[config.mk]
export PLATFORM = sky130hd
export DESIGN_NAME = rat_top
export DESIGN_NICKNAME = d
export VERILOG_FILES = /design/src/rtl/rat_pkg.sv /design/src/rtl/rat_entry.sv /design/src/rtl/rat_read.sv /design/src/rtl/rat_top.sv
export SDC_FILE = /design/constraint.sdc
export NUM_CORES = 1
export LEC_CHECK = 0
export ABC_AREA = 0
export BUFFER_PORTS_ARGS = -buffer_cell sky130_fd_sc_hd__buf_2
export CAP_MARGIN = 20
export CORE_ASPECT_RATIO = 0.6
export CORE_MARGIN = 2
export CORE_UTILIZATION = 55
export DETAILED_ROUTE_END_ITERATION = 6
export PLACE_DENSITY_LB_ADDON = 0.05
export SLEW_MARGIN = 30
export SYNTH_ARGS = -nofsm -noshare
export SYNTH_HDL_FRONTEND = slang
export SYNTH_SLANG_ARGS = --single-unit
[constraint.sdc]
create_clock -name clk -period 4.4 [get_ports clk]
set_clock_uncertainty 0.1 [all_clocks]
set_input_delay 0.22 -clock clk [delete_from_list [all_inputs] [get_ports clk]]
set_output_delay 0.22 -clock clk [all_outputs]
set_load 0.1 [all_outputs]
[src/rtl/rat_pkg.sv]
// Package rat_pkg
// Holds the default geometry shared by the alias table and its bench.
// Assumes the producer tag space is separate from the "no producer" state,
// which is held as its own bit.
package rat_pkg;
    parameter int unsigned DEF_NUM_REGS = 8;
    parameter int unsigned DEF_TAG_W    = 3;
    parameter int unsigned DEF_DATA_W   = 32;
endpackage

[src/rtl/rat_entry.sv]
// Module rat_entry
// One register slot: stored value, pending bit and alias tag.
// Rename takes priority over a matching broadcast in the same cycle.
// Assumes at most one rename targets this slot per cycle.
module rat_entry #(
    parameter int unsigned TAG_W  = 3,
    parameter int unsigned DATA_W = 32
) (
    input  logic              clk,
    input  logic              rst_n,
    input  logic              ren_hit,
    input  logic [TAG_W-1:0]  ren_tag,
    input  logic              cdb_valid,
    input  logic [TAG_W-1:0]  cdb_tag,
    input  logic [DATA_W-1:0] cdb_data,
    output logic              pend,
    output logic [TAG_W-1:0]  tag,
    output logic [DATA_W-1:0] value
);
    logic commit;

    // A broadcast is committed only while the alias still names it
    always_comb commit = cdb_valid && pend && (tag == cdb_tag);

    // State update: reset, then rename, then conditional writeback
    always_ff @(posedge clk) begin
        if (!rst_n) begin
            pend  <= 1'b0;
            tag   <= '0;
            value <= '0;
        end else if (ren_hit) begin
            pend <= 1'b1;
            tag  <= ren_tag;
        end else if (commit) begin
            value <= cdb_data;
            pend  <= 1'b0;
        end
    end

    assert_rename_sets_alias_R3: assert property (@(posedge clk) disable iff (!rst_n)
        ren_hit |=> (pend && tag == $past(ren_tag)));

    assert_match_writes_R4: assert property (@(posedge clk) disable iff (!rst_n)
        (!ren_hit && cdb_valid && pend && tag == cdb_tag) |=> (!pend && value == $past(cdb_data)));

    assert_mismatch_ignored_R5: assert property (@(posedge clk) disable iff (!rst_n)
        (!ren_hit && !(cdb_valid && cdb_tag == tag)) |=> ($stable(value) && $stable(pend) && $stable(tag)));

    assert_rename_wins_R8: assert property (@(posedge clk) disable iff (!rst_n)
        (ren_hit && cdb_valid && pend && tag == cdb_tag) |=> (pend && $stable(value)));
endmodule

[src/rtl/rat_read.sv]
// Module rat_read
// One lookup port: selects a slot and forwards a matching broadcast.
// Purely combinational; clk/rst_n only time the local assertion.
module rat_read #(
    parameter int unsigned NUM_REGS = 8,
    parameter int unsigned IDX_W    = 3,
    parameter int unsigned TAG_W    = 3,
    parameter int unsigned DATA_W   = 32
) (
    input  logic              clk,
    input  logic              rst_n,
    input  logic [IDX_W-1:0]  idx,
    input  logic              pend_arr [NUM_REGS],
    input  logic [TAG_W-1:0]  tag_arr  [NUM_REGS],
    input  logic [DATA_W-1:0] val_arr  [NUM_REGS],
    input  logic              cdb_valid,
    input  logic [TAG_W-1:0]  cdb_tag,
    input  logic [DATA_W-1:0] cdb_data,
    output logic              ready,
    output logic [DATA_W-1:0] value,
    output logic [TAG_W-1:0]  tag
);
    logic              sel_pend;
    logic [TAG_W-1:0]  sel_tag;
    logic [DATA_W-1:0] sel_val;

    // Pick the addressed slot
    always_comb begin
        sel_pend = pend_arr[idx];
        sel_tag  = tag_arr[idx];
        sel_val  = val_arr[idx];
    end

    // Resolve: stored value, same-cycle bypass, or pending tag
    always_comb begin
        if (!sel_pend) begin
            ready = 1'b1;
            value = sel_val;
            tag   = '0;
        end else if (cdb_valid && cdb_tag == sel_tag) begin
            ready = 1'b1;
            value = cdb_data;
            tag   = '0;
        end else begin
            ready = 1'b0;
            value = '0;
            tag   = sel_tag;
        end
    end

    assert_bypass_R7: assert property (@(posedge clk) disable iff (!rst_n)
        (cdb_valid && !ready) |-> (tag != cdb_tag));
endmodule

[src/rtl/rat_top.sv]
// Module rat_top
// Register alias table: NUM_REGS slots, two lookup ports, one rename
// port and one result broadcast per cycle. Assumes the issue logic never
// hands out a tag that is still live in another slot.
module rat_top #(
    parameter int unsigned NUM_REGS = rat_pkg::DEF_NUM_REGS,
    parameter int unsigned TAG_W    = rat_pkg::DEF_TAG_W,
    parameter int unsigned DATA_W   = rat_pkg::DEF_DATA_W,
    localparam int unsigned IDX_W   = (NUM_REGS > 1) ? $clog2(NUM_REGS) : 1
) (
    input  logic              clk,
    input  logic              rst_n,
    input  logic [IDX_W-1:0]  src_a_idx,
    output logic              src_a_ready,
    output logic [DATA_W-1:0] src_a_value,
    output logic [TAG_W-1:0]  src_a_tag,
    input  logic [IDX_W-1:0]  src_b_idx,
    output logic              src_b_ready,
    output logic [DATA_W-1:0] src_b_value,
    output logic [TAG_W-1:0]  src_b_tag,
    input  logic              ren_en,
    input  logic [IDX_W-1:0]  ren_idx,
    input  logic [TAG_W-1:0]  ren_tag,
    input  logic              cdb_valid,
    input  logic [TAG_W-1:0]  cdb_tag,
    input  logic [DATA_W-1:0] cdb_data
);
    logic              pend_arr [NUM_REGS];
    logic [TAG_W-1:0]  tag_arr  [NUM_REGS];
    logic [DATA_W-1:0] val_arr  [NUM_REGS];

    // One slot per register, each decoding its own rename strobe
    for (genvar i = 0; i < NUM_REGS; i++) begin : g_slot
        logic hit;
        always_comb hit = ren_en && (ren_idx == IDX_W'(i));

        rat_entry #(.TAG_W(TAG_W), .DATA_W(DATA_W)) u_entry (
            .clk      (clk),
            .rst_n    (rst_n),
            .ren_hit  (hit),
            .ren_tag  (ren_tag),
            .cdb_valid(cdb_valid),
            .cdb_tag  (cdb_tag),
            .cdb_data (cdb_data),
            .pend     (pend_arr[i]),
            .tag      (tag_arr[i]),
            .value    (val_arr[i])
        );
    end

    rat_read #(.NUM_REGS(NUM_REGS), .IDX_W(IDX_W), .TAG_W(TAG_W), .DATA_W(DATA_W)) u_read_a (
        .clk(clk), .rst_n(rst_n), .idx(src_a_idx),
        .pend_arr(pend_arr), .tag_arr(tag_arr), .val_arr(val_arr),
        .cdb_valid(cdb_valid), .cdb_tag(cdb_tag), .cdb_data(cdb_data),
        .ready(src_a_ready), .value(src_a_value), .tag(src_a_tag)
    );

    rat_read #(.NUM_REGS(NUM_REGS), .IDX_W(IDX_W), .TAG_W(TAG_W), .DATA_W(DATA_W)) u_read_b (
        .clk(clk), .rst_n(rst_n), .idx(src_b_idx),
        .pend_arr(pend_arr), .tag_arr(tag_arr), .val_arr(val_arr),
        .cdb_valid(cdb_valid), .cdb_tag(cdb_tag), .cdb_data(cdb_data),
        .ready(src_b_ready), .value(src_b_value), .tag(src_b_tag)
    );

    assert_ports_agree_R9: assert property (@(posedge clk) disable iff (!rst_n)
        (src_a_idx == src_b_idx) |-> (src_a_ready == src_b_ready &&
                                      src_a_value == src_b_value &&
                                      src_a_tag == src_b_tag));

    assert_after_reset_R1: assert property (@(posedge clk)
        (!rst_n && !ren_en) |=> src_a_ready);
endmodule

---- Word level (Yosys, flattened, before mapping) ----
Cells that the tools add are included.
Widths: inputs -> output; s select.
word-level totals
  bits in writable memories ............... 0
  memory bits (read-only) ................. 0
  output and inout port bits .............. 72
  register bits after elaboration ......... 288
  logic and storage cells ................. 142
  bits in latches ......................... 0
  input bits .............................. 51
  memories ................................ 0
cells by class
  equality and inequality tests ........... 17
  add/subtract/negate cells ............... 0
  shift operators ......................... 0
  mux-type cells .......................... 46
  reductions and logical operators ........ 43
  bitwise logic cells ..................... 10
  $lt $le $gt $ge ......................... 2
  multipliers ............................. 0
  div/mod/pow operators ................... 0
operators by type and width
  operator            number
  $mux 32             8
  $bmux 32 s3         2
  $eq 3x3->1          10
  $logic_and 1x1->1   26
  $mux 1              24
  $mux 3              8
  $bmux 3 s3          2
  $reduce_and 2->1    8
  $reduce_bool 2->1   8
  $eq 3x3->1 const B  4
  $ge 4x4->1 const B  2
  $not 1->1           8
  $not 3->4           2
  $bmux 1 s3          2
  $eq 3x2->1 const B  2
  $eq 3x1->1 const B  1
  $logic_not 3->1     1

---- Depth between registers and ports, before layout ----
Gate-level depths: netlist of run 1.
  word-level depth ........................ 8
  mapped depth ............................ 9
  depth with buffers taken out ............ 5

---- Cells and area by module ----
From an unflattened synthesis of run 1, not the netlist that was laid out.
unflattened totals
  cell total of the unflattened synthesis .. 1,798
  area total of the unflattened synthesis .. 17,700.7 um^2
modules (own cells, without submodules)
  module     area each (um^2)  times used  sequential area each (um^2)  cells an instance
  rat_entry  1,477.7           8           720.7                        156
  rat_read   2,891.5           2           0.0                          271
  rat_top    96.3              1           0.0                          8

---- Worst setup path after synthesis of run 1 ----
Ideal clock, no wire load.
  kind .................................... input to output
  start ................................... input src_a_idx[0]
  end ..................................... output src_a_tag[1]
  slack ................................... 0.170 ns
  stages on the path ...................... 7
  arrival ................................. 3.910 ns
  data required time ...................... 4.080 ns
  buffers on the path ..................... 2
  cells stage by stage .................... buf_4 -> buf_8 -> mux2i_1 -> mux4_2 -> xor2_1 -> and2_1 -> a311oi_1
between the ends
  word-level cells in the longest chain between the ends .. 8
  elaborated cells between the ends (all ways) .. 11
  those cells by class .................... 1 x eq/ne; 8 x mux; 1 x bitwise; 1 x reduce/logical
ends and longest elaborated chain
  what                                       RTL line                        text
  from (decl)                                rat_top.sv:13                   input logic [IDX_W-1:0] src_a_idx,
  $not 3->4 (implied by the code) *          rat_read.sv:29, rat_read.sv:30
  $bmux 3 s3                                 rat_read.sv:30                  sel_tag = tag_arr[idx];
  $mux 3 (implied by the code) (2 in a row)  rat_read.sv:30
  $eq 3x3->1                                 rat_read.sv:40                  end else if (cdb_valid && cdb_tag == sel_tag) begin
  $logic_and 1x1->1                          rat_read.sv:40
  $mux 3                                     rat_read.sv:40
  $mux 3 *                                   rat_read.sv:36                  if (!sel_pend) begin
  to (decl)                                  rat_top.sv:16                   output logic [TAG_W-1:0] src_a_tag,
Mark *: on every way between the ends. The rest lies on a longest branch, timed or not. The select of a mux whose other input is x is not followed.

---- Final worst setup path of run 1 ----
  start ................................... register g_slot[1].u_entry.tag[0]
  end ..................................... output src_b_value[8]
between the ends
  word-level cells in the longest chain between the ends .. 7
ends and longest elaborated chain
  what                                       RTL line         text
  from (decl)                                rat_entry.sv:17  output logic [TAG_W-1:0] tag,
  from (signal assigned)                     rat_entry.sv:33  tag <= ren_tag;
  $bmux 3 s3                                 rat_read.sv:30
  $mux 3 (implied by the code) (2 in a row)  rat_read.sv:30
  $eq 3x3->1                                 rat_read.sv:40
  $logic_and 1x1->1                          rat_read.sv:40
  $mux 32                                    rat_read.sv:40
  $mux 32                                    rat_read.sv:36
  to (decl)                                  rat_top.sv:19    output logic [DATA_W-1:0] src_b_value,
No other way between the ends. The select of a mux whose other input is x is not followed.

==> results of run 1 <==
[routing by layer]
layer | global-route usage (%) | part of all wire (%) | vias to the layer above
met5 | 0 | 0 | -
met4 | 6.486 | 2.0 | 0
met3 | 4.098 | 4.7 | 68
met2 | 43.33 | 44 | 292
met1 | 42.31 | 49 | 5986
li1 | - | - | 5545
[power by group]
group	leakage, nW	total (mW)	internal [mW]	switching, mW
Sequential	2.32	2.63	2.62	0.0137
Combinational	3.59	0.584	0.212	0.371
Clock	0.506	2.70	1.58	1.13
[state kept, by name (all words and copies together) (netlist names)]
| name | count |
|---|---|
| g_slot.u_entry.tag | 24 |
| g_slot.u_entry.pend | 8 |
| g_slot.u_entry.value | 256 |
[cell usage after synthesis, types with 2 or more instances]
master / n
nor3_1: 4
inv_1: 3
or2_2: 3
nor4_2: 8
mux2_2: 36
mux2_1: 3
a31o_2: 20
o31ai_2: 28
a21boi_0: 12
buf_2: 51
nand2b_1: 4
xnor2_1: 11
nor2b_1: 270
nand2_1: 93
nor2_1: 48
a311oi_1: 2
a31o_1: 12
buf_1: 13
buf_6: 8
mux4_2: 136
o31ai_1: 4
dfxtp_1: 288
buf_4: 3
mux2i_1: 319
xor2_1: 17
clkbuf_1: 84
o21ai_0: 10
nand3_1: 8
[layout make-up]
type / count / area, um2
diodes: 1 / 2.502
clock buffers: 34 / 784.5
clock inverters: 18 / 246.5
fillers: 2478 / 10880
inverters: 3 / 11.26
multi-input cells: 1062 / 10430
flip-flops and latches: 288 / 5766
well taps: 408 / 510.5
repair buffers: 189 / 1415
[cells in the final DEF (no fill, tap or decap), types with 8 or more instances in the layout]
cell and n:
a21boi_0 12, a31o_1 12, a31o_2 20, buf_12 12, buf_2 107, buf_4 32
clkbuf_16 29, dfxtp_1 288, dlygate4sd3_1 36, mux2_2 35, mux2i_1 318, mux4_2 136
nand2_1 93, nand3_1 8, nor2_1 48, nor2b_1 270, nor4_4 8, o21ai_0 10
o31ai_2 28, xnor2_1 10, xor2_1 17
[final timing paths]
| kind | slack (ps) | to | from |
|---|---|---|---|
| max | 450 | src_b_value[8] | g_slot[1].u_entry.tag[0] |
| min | 80 | g_slot[7].u_entry.tag[1] | ren_idx[2] |
| max reg2reg | 2190 | g_slot[7].u_entry.value[16] | g_slot[7].u_entry.tag[1] |
| min reg2reg | 410 | g_slot[5].u_entry.tag[1] | g_slot[5].u_entry.tag[1] |
[timing repair]
| action | 4_1_cts | 5_1_grt |
|---|---|---|
| hold buffers | 35 | 1 |
| setup buffers | 0 | 0 |
| endpoints found under the hold margin | 277 | 35 |
[worst reg2reg max path, delay by kind of cell, from the launching register on]
kind          cells  cell delay [ps]
simple gates      3              430
mux               1              330
flops             1              400
buf+inv           1              700
xor+xnor          1              140
[cells by family (layout without fill, tap and decap cells)]
kind of cell    Yosys count  after routing  share of synthesized area [%]
compound gates           95             95                          5.204
xor+xnor                 29             29                          1.618
flops                   288            288                          34.21
simple gates            443            443                          14.66
buf+inv                 163            244                          4.499
mux                     495            495                          39.81
other cells               0              1                              0
[metrics by stage]
| stage | hold slack (ps) | instances |
|---|---|---|
| after global routing | 76.88 | 2003 |
| after global placement | 398.7 | 1913 |
| after CTS | 40.64 | 2000 |
| after floorplan | 376.9 | 1513 |
| after detailed placement | 401.7 | 1913 |
| final | 75.58 | 2003 |
==> impl_metrics.env, run 1 <==
export IMPL_placed_area_um2=17740
export IMPL_synth_top_cell_by_area="dfxtp_1"
export IMPL_ys_types=43
export IMPL_clock_sinks=288
export IMPL_maxCapViolations=0
export IMPL_dieArea_um2=32110
export IMPL_syn_inst=1513
export IMPL_yosysWarnings=0
export IMPL_antenna_found_initial=1
export IMPL_crit_type="flop to primary output"
export IMPL_finalNetCount=1624
export IMPL_start_kind="flop"
export IMPL_final_area_um2=19160
export IMPL_hold_path_class="input pin to flop"
export IMPL_clk_pin_slew_ps=70
export IMPL_rr_worst_depth=6
export IMPL_finalMaxSlewViolations=0
export IMPL_finalSetupViolations=0
export IMPL_crit_cells=7
export IMPL_place_ws_ps=753.3
export IMPL_rows=49
export IMPL_setup_tns_ps=0
export IMPL_grt_pass1_vias=11770
export IMPL_critPathTopFamily="buffers and inverters"
export IMPL_drt_total_wl_mm=45.08
export IMPL_via_per_inst=5.937
export IMPL_critPathBufInv=2
export IMPL_async_flop_share_pct=0
export IMPL_grt_pass1_wl_mm=70.73
export IMPL_cp_slowest_stage_delay_ps=550
export IMPL_die_h_um=139.6
export IMPL_path_cells="mux2_1 -> mux4_2 -> xnor2_4 -> nand4_4 -> buf_4 -> o31ai_2 -> buf_2"
export IMPL_status="completed"
export IMPL_clock_latency_ps=570
export IMPL_drc=0
export IMPL_tightest_slew_ps=894.0
export IMPL_yosysSeqAreaShare_pct=34.21
export IMPL_finalHoldViolCount=0
export IMPL_power_total_mw=5.920
export IMPL_grt_max_degree=159
export IMPL_worstSetupEndpointType="primary output"
export IMPL_synth_edf_count=0
export IMPL_synth_top_cell_area_share_pct=34.21
export IMPL_core_um2=30040
export IMPL_syn_nets=1564
export IMPL_ctsResizeCount=0
export IMPL_hpwl_mm=26.75
export IMPL_ir_drop_mv=0.2799
export IMPL_relSlewSlack_pct=40.40
export IMPL_first_iter_violations=833
export IMPL_firstDrtPassIters=5
export IMPL_clock_root_buffer="clkbuf_16"
export IMPL_die_width_um=230
export IMPL_overflow=0
export IMPL_drive_gt1_share_pct=27.67
export IMPL_hold_depth=4
export IMPL_fmaxAchievable_mhz=253.0
export IMPL_cp_required_ps=4080
export IMPL_cp_data_arrival_time_ps=3630
export IMPL_wl_per_cell_um=22.51
export IMPL_path_max_fanout=18
export IMPL_syn_avg_cell_area_um2=11.14
export IMPL_crit_slowest_cell="mux4_2"
export IMPL_cts_tree="yes"
export IMPL_synthFlopType="dfxtp_1"
export IMPL_clk_path_buf_depth=3
export IMPL_fin_util_pct=63.79
export IMPL_setup_ws_ps=447.7
export IMPL_p_per_area_nw_per_um2=309.0
export IMPL_top_level_ports=123
export IMPL_grt_usage_pct=28.27
export IMPL_cts_buffers=29
export IMPL_min_period_over_period_pct=89.83
export IMPL_synth_seq_cells=288
export IMPL_synth_area_leaders="dfxtp_1, mux2i_1, mux4_2, nor2b_1, mux2_2"
export IMPL_start_util_pct=56.11
export IMPL_rsz0062_at_grt="no"
export IMPL_place_congestion=0.8503
export IMPL_p_leak_nw=6.413
export IMPL_port_buffers=122
export IMPL_ant_nets=0
export IMPL_syn_to_final_growth_pct=13.69
export IMPL_vias=11890
export IMPL_syn_area_um2=16850
export IMPL_h_tree_depth=1
export IMPL_fin_crit_ps=3952
Power figures use the tool's default switching activity.
==> inputs of run 2 (changes only) <==
--- a/config.mk
+++ b/config.mk
@@ -13,6 +13,7 @@
 export CORE_UTILIZATION = 55
 export DETAILED_ROUTE_END_ITERATION = 6
 export PLACE_DENSITY_LB_ADDON = 0.05
+export REMOVE_ABC_BUFFERS = 1
 export SLEW_MARGIN = 30
 export SYNTH_ARGS = -nofsm -noshare
 export SYNTH_HDL_FRONTEND = slang
==> impl_metrics.env, run 2 (synthesis gave the netlist of run 1 again) <==
export IMPL_syn_to_final_growth_pct=15.40
export IMPL_antenna_found_initial=0
export IMPL_largest_reg_flops=256
export IMPL_path_cells="mux2_1 -> mux4_2 -> xnor2_4 -> nand4_4 -> buf_4 -> o31ai_1 -> buf_12"
export IMPL_place_congestion=0.8240
export IMPL_rsz0062_at_grt="no"
export IMPL_worst_hold_slack_ps=67.47
export IMPL_status="completed"
export IMPL_cp_required_ps=4080
export IMPL_reg_top3="g_slot.u_entry.value (256), g_slot.u_entry.tag (24), g_slot.u_entry.pend (8)"
export IMPL_r2r_end="g_slot[2].u_entry.value[4]"
export IMPL_clock_latency_ps=580
export IMPL_h_tree_depth=1
export IMPL_ctsResizeCount=0
export IMPL_finalSetupViolations=0
export IMPL_antenna_cells=0
export IMPL_layout_cells_most_common="mux2i_1"
export IMPL_regMostFlops="g_slot.u_entry.value"
export IMPL_p_sw_share_pct=24.92
export IMPL_die_width_um=230
export IMPL_use_met1_pct=41.90
export IMPL_crit_type="flop to primary output"
export IMPL_drt_total_wl_mm=45.47
export IMPL_p_clk_share_pct=44.8
export IMPL_maxCapViolations=0
export IMPL_r2r_start="g_slot[2].u_entry.tag[0]"
export IMPL_n_fill_cell=2454
export IMPL_firstDrtPassIters=5
export IMPL_place_ws_ps=912.7
export IMPL_cts_tree="yes"
export IMPL_drc=0
export IMPL_clk_path_buf_depth=3
export IMPL_rows=49
export IMPL_first_iter_violations=852
export IMPL_cts_buffers=29
export IMPL_crit_start="g_slot[3].u_entry.tag[0]"
export IMPL_min_period_over_period_pct=88.15
export IMPL_grt_usage_pct=28.45
export IMPL_fin_util_pct=64.75
export IMPL_via_per_inst=5.945
export IMPL_grt_pass1_vias=12210
export IMPL_start_util_pct=56.11
export IMPL_ff2ff_setup_slack_ps=2200
export IMPL_fmaxAchievable_mhz=257.8
export IMPL_cp_data_arrival_time_ps=3560
export IMPL_worstSetupEndpointType="primary output"
export IMPL_overflow=0
export IMPL_grt_max_degree=158
export IMPL_relSlewSlack_pct=32.69
export IMPL_wl_per_cell_um=22.68
export IMPL_setup_ws_ps=521.3
export IMPL_finalMaxSlewViolations=0
export IMPL_globalRouteMet3Util_pct=3.709
export IMPL_vias=11920
export IMPL_dieArea_um2=32110
export IMPL_path_max_fanout=17
export IMPL_rr_worst_depth=6
export IMPL_p_sw_mw=1.456
export IMPL_core_um2=30040
export IMPL_placed_area_um2=18110
export IMPL_drive_gt1_share_pct=27.49
export IMPL_crit_slowest_cell="mux4_2"
export IMPL_top_level_ports=123
export IMPL_hold_path_class="input pin to flop"
export IMPL_intPower_mw=4.385
export IMPL_hpwl_mm=27.12
export IMPL_combinationalPowerShare_pct=10.1
export IMPL_p_per_area_nw_per_um2=300.3
export IMPL_top_usage_layer="met2"
export IMPL_cp_slowest_stage_delay_ps=540
export IMPL_fin_crit_ps=3879
export IMPL_clock_sinks=288
export IMPL_p_leak_nw=6.458
export IMPL_port_buffers=122
export IMPL_setup_tns_ps=0
export IMPL_gr_usage_met2_pct=44.61
export IMPL_grt_pass1_wl_mm=71.46
export IMPL_seqPwrFrac_pct=45.1
export IMPL_layout_common_cells="mux2i_1, dfxtp_1, nor2b_1"
export IMPL_ir_drop_mv=0.3163
export IMPL_clock_root_buffer="clkbuf_16"
export IMPL_start_kind="flop"
export IMPL_clk_pin_slew_ps=70
export IMPL_ant_nets=0
export IMPL_finalNetCount=1627
export IMPL_tightest_slew_ps=1010
export IMPL_die_h_um=139.6
export IMPL_finalHoldViolCount=0
export IMPL_crit_path_end="src_b_value[0]"
export IMPL_final_area_um2=19450
==> run 2: worst min-delay path by stage <==
| stage | startpoint | endpoint | slack, ps | depth (start not counted) |
|---|---|---|---|---|
| after global placement | g_slot[6].u_entry.tag[2] | g_slot[6].u_entry.tag[2] | 400 | 2 |
| after CTS | ren_idx[2] | g_slot[7].u_entry.tag[1] | 40 | 4 |
| after detailed placement | g_slot[6].u_entry.tag[1] | g_slot[6].u_entry.tag[1] | 410 | 2 |
| final | ren_en | g_slot[7].u_entry.tag[2] | 70 | 4 |
| after global routing | ren_idx[1] | g_slot[4].u_entry.tag[2] | 100 | 4 |
| after floorplan | rst_n | g_slot[0].u_entry.tag[0] | 250 | 1 |
==> run 2: metrics by stage <==
step / std cells / power, mW
global route: 2005 / 6.020
finish: 2005 / 5.841
floorplan: 1353 / 2.946
CTS: 2005 / 5.878
global placement: 1918 / 3.248
detailed placement: 1918 / 3.252
==> run 2: layout make-up <==
| type | count | area (um2) | share of cell area, % |
|---|---|---|---|
| Clock buffer | 44 | 842.1 | 4.329 |
| Clock inverter | 8 | 147.6 | 0.7590 |
| Inverter | 3 | 11.26 | 0.05789 |
| Multi-Input combinational cell | 1062 | 10440 | 53.65 |
| Sequential cell | 288 | 5766 | 29.64 |
| Tap cell | 408 | 510.5 | 2.624 |
| Timing Repair Buffer | 192 | 1738 | 8.935 |
==> run 2: routing by layer <==
layer | vias to the layer above | part of all wire [%]
met5 | - | 0
met4 | 0 | 2.1
met3 | 85 | 4.9
met2 | 334 | 45
met1 | 5946 | 48
li1 | 5555 | -
==> run 2: what timing repair did <==
item,4_1_cts,5_1_grt
endpoints found under the hold margin,278,0
buffers inserted,0,0
hold buffers,35,0
==> run 2: power by group through the flow <==
stage | logic [mW] | registers [mW] | clock network [mW]
2_1_floorplan | 0.260 | 2.69 | 0
3_3_place_gp | 0.557 | 2.69 | 0
3_5_place_dp | 0.561 | 2.69 | 0
4_1_cts | 0.587 | 2.63 | 2.66
5_1_grt | 0.621 | 2.63 | 2.77
6_report | 0.589 | 2.63 | 2.62
==> run 2: worst max-delay path: cells and delay by family, from the launching register on <==
family | cells | cell delay [ps]
AOI/OAI and AO/OA | 1 | 440
muxes | 2 | 840
DFF | 1 | 350
buffers and inverters | 2 | 670
xor gates and xnor gates | 1 | 200
and+or+nand+nor | 1 | 490
